$ cat config.mk
export PLATFORM = sky130hd
export DESIGN_NAME = perfect_da_filter
export DESIGN_NICKNAME = d
export VERILOG_FILES = /design/src/rtl/pdf_pkg.sv /design/src/rtl/pdf_setup_loader.sv /design/src/rtl/pdf_addr_table.sv /design/src/rtl/pdf_da_collector.sv /design/src/rtl/pdf_verdict.sv /design/src/rtl/perfect_da_filter.sv
export SDC_FILE = /design/constraint.sdc
export NUM_CORES = 2
export LEC_CHECK = 0
export BUFFER_PORTS_ARGS = -buffer_cell sky130_fd_sc_hd__clkbuf_2
export CORE_ASPECT_RATIO = 2
export CORE_MARGIN = 4
export CORE_UTILIZATION = 55
export CTS_BUF_LIST = sky130_fd_sc_hd__clkbuf_4
export DETAILED_ROUTE_END_ITERATION = 10
export PLACE_DENSITY = 0.71
export SLEW_MARGIN = 10
export SYNTH_ARGS = -nofsm -noshare
export SYNTH_HDL_FRONTEND = slang
export SYNTH_SLANG_ARGS = --single-unit
export TNS_END_PERCENT = 50
$ cat constraint.sdc
create_clock -name clk -period 2.85 [get_ports clk]
set_clock_uncertainty 0.2 [all_clocks]
set_input_delay 0.57 -clock clk [delete_from_list [all_inputs] [get_ports clk]]
set_output_delay 0.57 -clock clk [all_outputs]
set_load 0.01 [all_outputs]
$ cat src/rtl/pdf_pkg.sv
package pdf_pkg;

    localparam int NUM_ENTRIES     = 16;
    localparam int ADDR_BYTES      = 6;
    localparam int LW_WIDTH        = 32;
    localparam int BYTES_PER_LW    = 2;
    localparam int WORDS_PER_ENTRY = ADDR_BYTES / BYTES_PER_LW;
    localparam int SETUP_LONGWORDS = NUM_ENTRIES * WORDS_PER_ENTRY;
    localparam int ENT_W           = $clog2(NUM_ENTRIES);
    localparam int WRD_W           = $clog2(WORDS_PER_ENTRY);
    localparam int BIDX_W          = $clog2(ADDR_BYTES + 1);
    localparam int MAC_W           = ADDR_BYTES * 8;

    typedef logic [7:0] octet_t;

    // element 0 is the first byte on the wire
    typedef octet_t [ADDR_BYTES-1:0] mac_t;

    // one table write: two address bytes into one word slot of one entry
    typedef struct packed {
        logic             en;
        logic [ENT_W-1:0] entry;
        logic [WRD_W-1:0] word;
        octet_t           lo;
        octet_t           hi;
    } tbl_wr_t;

    typedef enum logic [1:0] {
        COL_IDLE   = 2'd0,
        COL_GATHER = 2'd1,
        COL_DONE   = 2'd2
    } col_state_e;

    function automatic logic last_slot(input logic [ENT_W-1:0] ent,
                                       input logic [WRD_W-1:0] wrd);
        return (ent == ENT_W'(NUM_ENTRIES - 1)) &&
               (wrd == WRD_W'(WORDS_PER_ENTRY - 1));
    endfunction

endpackage

$ cat src/rtl/pdf_setup_loader.sv
module pdf_setup_loader
    import pdf_pkg::*;
#(
    parameter int NENT = NUM_ENTRIES,
    parameter int NWRD = WORDS_PER_ENTRY
) (
    input  logic                clk,
    input  logic                rst,
    input  logic                lw_valid,
    input  logic                lw_setup,
    input  logic [LW_WIDTH-1:0] lw_data,
    output tbl_wr_t             wr,
    output logic                busy,
    output logic                loaded
);

    logic [ENT_W-1:0] ent_q;
    logic [WRD_W-1:0] wrd_q;
    logic             take;
    logic             at_end;

    assign take   = lw_valid && lw_setup;
    assign at_end = last_slot(ent_q, wrd_q);

    always_comb begin
        wr.en    = take;
        wr.entry = ent_q;
        wr.word  = wrd_q;
        wr.lo    = lw_data[7:0];
        wr.hi    = lw_data[15:8];
    end

    always_ff @(posedge clk) begin
        if (rst) begin
            ent_q  <= '0;
            wrd_q  <= '0;
            loaded <= 1'b0;
        end else if (take) begin
            if (wrd_q == WRD_W'(NWRD - 1)) begin
                wrd_q <= '0;
                ent_q <= at_end ? '0 : ent_q + 1'b1;
            end else begin
                wrd_q <= wrd_q + 1'b1;
            end
            if (at_end) begin
                loaded <= 1'b1;
            end
        end
    end

    assign busy = (ent_q != '0) || (wrd_q != '0);

endmodule

$ cat src/rtl/pdf_addr_table.sv
module pdf_addr_table
    import pdf_pkg::*;
#(
    parameter int NENT = NUM_ENTRIES,
    parameter int NWRD = WORDS_PER_ENTRY
) (
    input  logic                  clk,
    input  logic                  rst,
    input  tbl_wr_t               wr,
    input  mac_t                  cand,
    output logic [NENT-1:0]       hits,
    output logic [NENT*MAC_W-1:0] tbl_flat
);

    for (genvar e = 0; e < NENT; e++) begin : g_ent
        mac_t ent_q;
        for (genvar w = 0; w < NWRD; w++) begin : g_wrd
            logic sel;
            assign sel = wr.en && (wr.entry == ENT_W'(e)) &&
                         (wr.word == WRD_W'(w));
            always_ff @(posedge clk) begin
                if (rst) begin
                    ent_q[2*w]   <= '0;
                    ent_q[2*w+1] <= '0;
                end else if (sel) begin
                    ent_q[2*w]   <= wr.lo;
                    ent_q[2*w+1] <= wr.hi;
                end
            end
        end
        assign hits[e] = (ent_q == cand);
        assign tbl_flat[e*MAC_W +: MAC_W] = ent_q;
    end

endmodule

$ cat src/rtl/pdf_da_collector.sv
module pdf_da_collector
    import pdf_pkg::*;
(
    input  logic   clk,
    input  logic   rst,
    input  logic   da_valid,
    input  logic   da_sof,
    input  octet_t da_byte,
    output mac_t   cand,
    output logic   fire
);

    col_state_e        st_q;
    logic [BIDX_W-1:0] idx_q;
    mac_t              held_q;
    logic              final_byte;

    assign final_byte = (st_q == COL_GATHER) && (idx_q == BIDX_W'(ADDR_BYTES - 1));
    assign fire       = da_valid && !da_sof && final_byte;

    always_comb begin
        cand = held_q;
        cand[ADDR_BYTES-1] = da_byte;
    end

    always_ff @(posedge clk) begin
        if (rst) begin
            st_q   <= COL_IDLE;
            idx_q  <= '0;
            held_q <= '0;
        end else if (da_valid) begin
            if (da_sof) begin
                held_q[0] <= da_byte;
                idx_q     <= BIDX_W'(1);
                st_q      <= COL_GATHER;
            end else if (st_q == COL_GATHER) begin
                held_q[idx_q] <= da_byte;
                idx_q         <= idx_q + 1'b1;
                if (final_byte) begin
                    st_q <= COL_DONE;
                end
            end
        end
    end

endmodule

$ cat src/rtl/pdf_verdict.sv
module pdf_verdict
    import pdf_pkg::*;
#(
    parameter int NENT = NUM_ENTRIES
) (
    input  logic            clk,
    input  logic            rst,
    input  logic            fire,
    input  logic            busy,
    input  logic            loaded,
    input  logic            promisc,
    input  logic [NENT-1:0] hits,
    output logic            v_valid,
    output logic            v_accept
);

    always_ff @(posedge clk) begin
        if (rst) begin
            v_valid  <= 1'b0;
            v_accept <= 1'b0;
        end else if (fire && !busy) begin
            v_valid  <= 1'b1;
            v_accept <= promisc || (loaded && (|hits));
        end else begin
            v_valid  <= 1'b0;
            v_accept <= 1'b0;
        end
    end

endmodule

$ cat src/rtl/perfect_da_filter.sv
module perfect_da_filter
    import pdf_pkg::*;
(
    input  logic        clk,
    input  logic        rst,
    input  logic        setup_valid,
    input  logic        setup_flag,
    input  logic [31:0] setup_word,
    input  logic        promisc,
    input  logic        da_valid,
    input  logic        da_sof,
    input  logic [7:0]  da_byte,
    output logic        verdict_valid,
    output logic        verdict_accept
);

    tbl_wr_t                      wr;
    logic                         busy;
    logic                         loaded;
    mac_t                         cand;
    logic                         fire;
    logic [NUM_ENTRIES-1:0]       hits;
    logic [NUM_ENTRIES*MAC_W-1:0] tbl_flat;

    pdf_setup_loader #(
        .NENT (NUM_ENTRIES),
        .NWRD (WORDS_PER_ENTRY)
    ) u_loader (
        .clk      (clk),
        .rst      (rst),
        .lw_valid (setup_valid),
        .lw_setup (setup_flag),
        .lw_data  (setup_word),
        .wr       (wr),
        .busy     (busy),
        .loaded   (loaded)
    );

    pdf_addr_table #(
        .NENT (NUM_ENTRIES),
        .NWRD (WORDS_PER_ENTRY)
    ) u_table (
        .clk      (clk),
        .rst      (rst),
        .wr       (wr),
        .cand     (cand),
        .hits     (hits),
        .tbl_flat (tbl_flat)
    );

    pdf_da_collector u_collect (
        .clk      (clk),
        .rst      (rst),
        .da_valid (da_valid),
        .da_sof   (da_sof),
        .da_byte  (da_byte),
        .cand     (cand),
        .fire     (fire)
    );

    pdf_verdict #(
        .NENT (NUM_ENTRIES)
    ) u_verdict (
        .clk      (clk),
        .rst      (rst),
        .fire     (fire),
        .busy     (busy),
        .loaded   (loaded),
        .promisc  (promisc),
        .hits     (hits),
        .v_valid  (verdict_valid),
        .v_accept (verdict_accept)
    );

endmodule

== After elaboration in Yosys (flattened, before gate mapping) ==
Index checks and enable logic that the tools add are counted.
Storage, ports and cells
  bits of input ports: 47
  word-level logic and storage cells: 253
  output and inout bits: 2
  bits in registers: 830
Cells by class
  bitwise gates (word level): 2
  reductions and logical operators: 89
  order comparisons: 2
  equal/unequal tests: 35
  $add $sub $neg: 3
  multiplexer cells: 13
Operators by type and width (number)
  48-bit == test: 16
  1-bit logical AND: 72
  48-bit bitwise mux: 1
  4-bit == test (second input constant): 8
  8-bit demux with 3-bit select: 1
  8-bit two-way mux: 3
  4-bit by 3-bit == test with 1-bit output (second input constant): 4
  16-bit OR reduction: 1
  4-bit by 2-bit == test with 1-bit output (second input constant): 2
  2-bit two-way mux: 4
  3-bit two-way mux: 2
  2-bit AND reduction: 3
  3-bit AND reduction: 2
  2-bit nonzero test: 3
  4-bit by 1-bit adder with 4-bit output (second input constant): 1
  2-bit by 1-bit == test with 1-bit output (second input constant): 2
  4-bit by 1-bit == test with 1-bit output (second input constant): 1
  4-bit logical NOT: 1
  3-bit by 4-bit < comparator with 1-bit output (second input constant): 1
  4-bit two-way mux: 1
  4-bit nonzero test: 1
  3-bit by 1-bit adder with 3-bit output (second input constant): 1
  3-bit == test (second input constant): 1
  3-bit by 1-bit >= comparator with 1-bit output (second input constant): 1
  8 further kinds: 11

== Depth between registers and ports, before layout ==
  depth after elaboration: 7
  gate-level depth with buffers: 9

== Hierarchy ==
A second synthesis with hierarchy kept.
Unflattened totals
  cell total of the unflattened synthesis: 4850
  area, all modules: 38196.6 sq um
Modules (own cells, without submodules)
  pdf_addr_table: area each 35790.6 sq um, sequential area each 15374.7 sq um, instances 1, cells an instance 4598
  pdf_da_collector: area each 1824.2 sq um, sequential area each 900.9 sq um, instances 1, cells an instance 183
  pdf_setup_loader: area each 483.0 sq um, sequential area each 140.1 sq um, instances 1, cells an instance 58
  pdf_verdict: area each 98.8 sq um, sequential area each 40.0 sq um, instances 1, cells an instance 11

== Worst setup path before layout ==
OpenSTA, ideal clock, no wires.
  path type: in2reg
  from: input da_valid
  to: register u_collect.held_q, in the netlist u_collect.cand[39]
  buffers on the path: 2
  stages: 7
  path slack: 0.655 ns
  library setup time: 0.128 ns
  data arrival time: 1.867 ns
  path through: nand2_1 -> or3_1 -> buf_2 -> or4b_1 -> buf_6 -> mux2i_1 -> nor2_1
On the way
  word-level cells in the longest chain between the ends: 1
RTL lines
  start: declaration: line perfect_da_filter.sv:10  | input logic da_valid,
  3-bit AND reduction (no source line)
  end signal: indexed assignment: line pdf_da_collector.sv:37  | held_q[idx_q] <= da_byte;
  end: declaration: line pdf_da_collector.sv:15  | mac_t held_q;
No other way between the ends.
A chain may end at the register's enable or synchronous reset.

== Worst setup path after layout ==
  from: register u_collect.held_q, in the netlist u_collect.cand[9]
  to: register u_verdict.v_accept
On the way
  word-level cells in the longest chain between the ends: 4
  elaborated cells on any way between the ends: 19
  those cells by class: eq/ne: 16; reduce/logical: 3
RTL lines
  48-bit == test: line pdf_addr_table.sv:31  | assign hits[e] = (ent_q == cand);
  16-bit OR reduction (*): line pdf_verdict.sv:23  | v_accept <= promisc || (loaded && (|hits));
  1-bit logical AND (*): line pdf_verdict.sv:23
  1-bit logical OR (*): line pdf_verdict.sv:23
  end signal: assignment: line pdf_verdict.sv:23
  end: declaration: line pdf_verdict.sv:14  | output logic v_accept
Mark *: on every way between the ends. The rest lies on a longest branch, timed or not.

==> metrics <==
status finished with violations; failing checks negative setup slack; critical path buffer and inverter count 1; all-layer global routing usage between 30% and 40%; Synth Register Bits a little over 800; Avg Synthesized Cell Area approximately 7.8 µm²; period utilisation layout 103%; RSZ-0062 raised after global routing false; CTS tree done; footprint of the multi-input gates between 15,000 and 20,000 µm²; post-layout instance area around 43,000 µm²; Worst Path Max Fanout 6; Fill cells 5,976; root buffer cell clkbuf_4; Placement Rows around 140; Seq/Total Area, Yosys around 44%; vias after detailed routing about 36,000; share of layout cells above drive strength 1 roughly an eighth; WP data required 3590 ps; # IOs roughly 50; slowest CP cell dfxtp_2; Die Ht 378 µm; worst hold margin about 150 ps; initial DRC count 4,038; Slew HR 45.6%; drt pass-1 iters 7; Nets a little over 5,000; fmax about 340 MHz; fin. max-slew vios 0; HP Class in2reg; Routed WL 146,000 µm; CP startpoint kind flop; Syn Inst Count about 4,800; Final WS setup -93.9 ps; WP data arrival around 3700 ps; residual DRC count 0; Pleak between 10 and 15 nW; unique cell type count in the Yosys netlist 34; Post-Syn Area between 30,000 and 40,000 µm²; H-tree levels 4; total core area a little under 70,000 µm²; Die ar. roughly 73,000 µm²; VDD IR max between 0.3 and 0.4 mV; GRT met1 Usage 43.3%; drt via density 5.98; Main synth FF type dfxtp_1; grt met2 use about three fifths; fin crit period roughly 2900 ps; Crit Path Class reg2reg; largest net degree at the start of global routing around 120; met3 GRT Util about a tenth; total congestion overflow 0; wire per inst 24.3 µm; DRT antenna net count 0; asr flop ratio synth 0%; Num CTS Buffers around 180; vias in the first global route 34,700; CP Cell Sequence buf_4, xnor2_1, nand4_1, nor4_1, nand3_1, nand4_1, o41a_1, o21a_1; first-pass GRT wire length roughly 210,000 µm; register area 16,500 µm²; R2R depth 8; die width roughly 190 µm; Largest delay share family, worst path simple AND/OR/NAND/NOR gates; HPWL after DPL 91,100 µm; commonest non-fill, non-tap cell in the layout nand2_1; Hold Vio Cnt, Final 0; most frequent cells in the layout nand2_1 (1,604), dfxtp_1 (782), a21oi_1 (776), xnor2_1 (768), clkbuf_4 (277); Synthesis Warnings 0; CP Capture Type flop; critical path depth 8; Layout area overhead 14.2%; pwr/cell area 522 nW/µm²; WHS Path Cells 3; clk sinks ~820; most frequent CP cell nand4_1; clk_lat worst skew 1050 ps; CTS Buffer Depth 3; CP max stage delay around 650 ps; GRT busiest layer met2; I/O Buffers 32; endpoints failing setup 1; Max Cap Viol 0; Starting Density between 50% and 60%; Post-synth EDFFs 0; Worst Max-Slew Pin Slew around 800 ps; RePlAce Congestion 0.957; Area after DPL 40,300 µm²; Synthesized Nets about 4,900; antenna violations before repair 4; Final Util about 63%; clock transition at the registers of the reported paths ~60 ps
[sequential cells by signal, summed over array words and instances (netlist names)]
name	count
u_table.tbl_flat	768
u_collect.idx_q	3
u_verdict.v_valid	1
u_collect.cand	40
u_verdict.v_accept	1
u_collect.st_q	2
u_loader.wrd_q	2
u_loader.loaded	1
u_loader.ent_q	4
[logic make-up (layout without fill, tap and decap cells)]
logic type      count (synthesis)  in the layout  share of synthesized area [%]
compound gates                783            783                           10.5
buf+inv                       383            672                           4.46
simple gates                 2023           2023                           22.1
flops                         822            822                           43.8
fa+ha+maj                       6              6                          0.200
mux                            40             40                           1.06
xor+xnor                      769            769                           17.9
other cells                     0              5                              0
[what timing repair did]
action / in CTS / in global routing
hold buffers: 33 / 0
endpoints found under the setup margin: 0 / 1
gates resized for setup: 0 / 1
hold endpoints to repair: 716 / 0
buffers inserted: 0 / 0
[worst paths after layout]
kind,to,startpoint,slack [ps]
max,u_verdict.v_accept,u_collect.cand[9],-90
min,u_verdict.v_accept,promisc,150
max reg2reg,u_verdict.v_accept,u_collect.cand[9],-90
min reg2reg,u_table.tbl_flat[748],u_table.tbl_flat[748],270
[cells in the mapped netlist, types with 3 or more instances]
cell type | n | area share (%)
nand2b_1 | 4 | 0.067
buf_2 | 65 | 0.87
clkbuf_1 | 273 | 2.7
nor2_1 | 116 | 1.2
ha_1 | 6 | 0.20
nor4_1 | 49 | 0.82
a21oi_1 | 776 | 10
nor3_1 | 5 | 0.067
xnor2_1 | 768 | 18
nor2b_1 | 4 | 0.067
dfxtp_1 | 822 | 44
mux2i_1 | 40 | 1.1
and3_1 | 5 | 0.083
nand2_1 | 1604 | 16
buf_4 | 40 | 0.80
inv_1 | 3 | 0.030
nand3_1 | 33 | 0.44
nand4_1 | 196 | 3.3
[metrics by stage]
step,setup slack [ps],std cells,setup TNS [ps],power (mW)
after detailed placement,-1.57,5657,-1.57,13.3
final,-93.9,6010,-93.9,22.4
after floorplan,655,4826,0,12.6
after global routing,10.7,6007,0,23.0
after CTS,139,6005,0,22.4
after global placement,52.8,5657,0,13.3
[worst min-delay path: cells and delay by family]
family / cells / cell delay (ps)
buffers and inverters: 2 / 630
AO/OA/AOI/OAI: 1 / 120
[cell type report]
type / count / share of cell area (%)
Clock buffer: 277 / 4.84
Sequential cell: 822 / 38.4
Multi-Input combinational cell: 3621 / 45.3
Clock inverter: 38 / 0.460
Tap cell: 890 / 2.59
Antenna cell: 5 / 0.0291
Inverter: 3 / 0.0262
Timing Repair Buffer: 354 / 8.28
[power breakdown]
group | total, mW | switching, mW | leakage [nW] | internal, mW
logic | 1.62 | 1.11 | 5.49 | 0.505
clock network | 9.26 | 4.68 | 1.39 | 4.58
registers | 11.5 | 0.0431 | 6.64 | 11.5
total | 22.4 | 5.84 | 13.5 | 16.6
[routing by layer]
metal / wire, µm / up-vias / part of all wire (%)
met4: 17000 / 2 / 12
met2: 64600 / 2257 / 44
met5: 10 / - / 0.0069
met3: 16000 / 842 / 11
met1: 48200 / 16800 / 33
li1: - / 16100 / -
(Power assumes the default switching activity.)
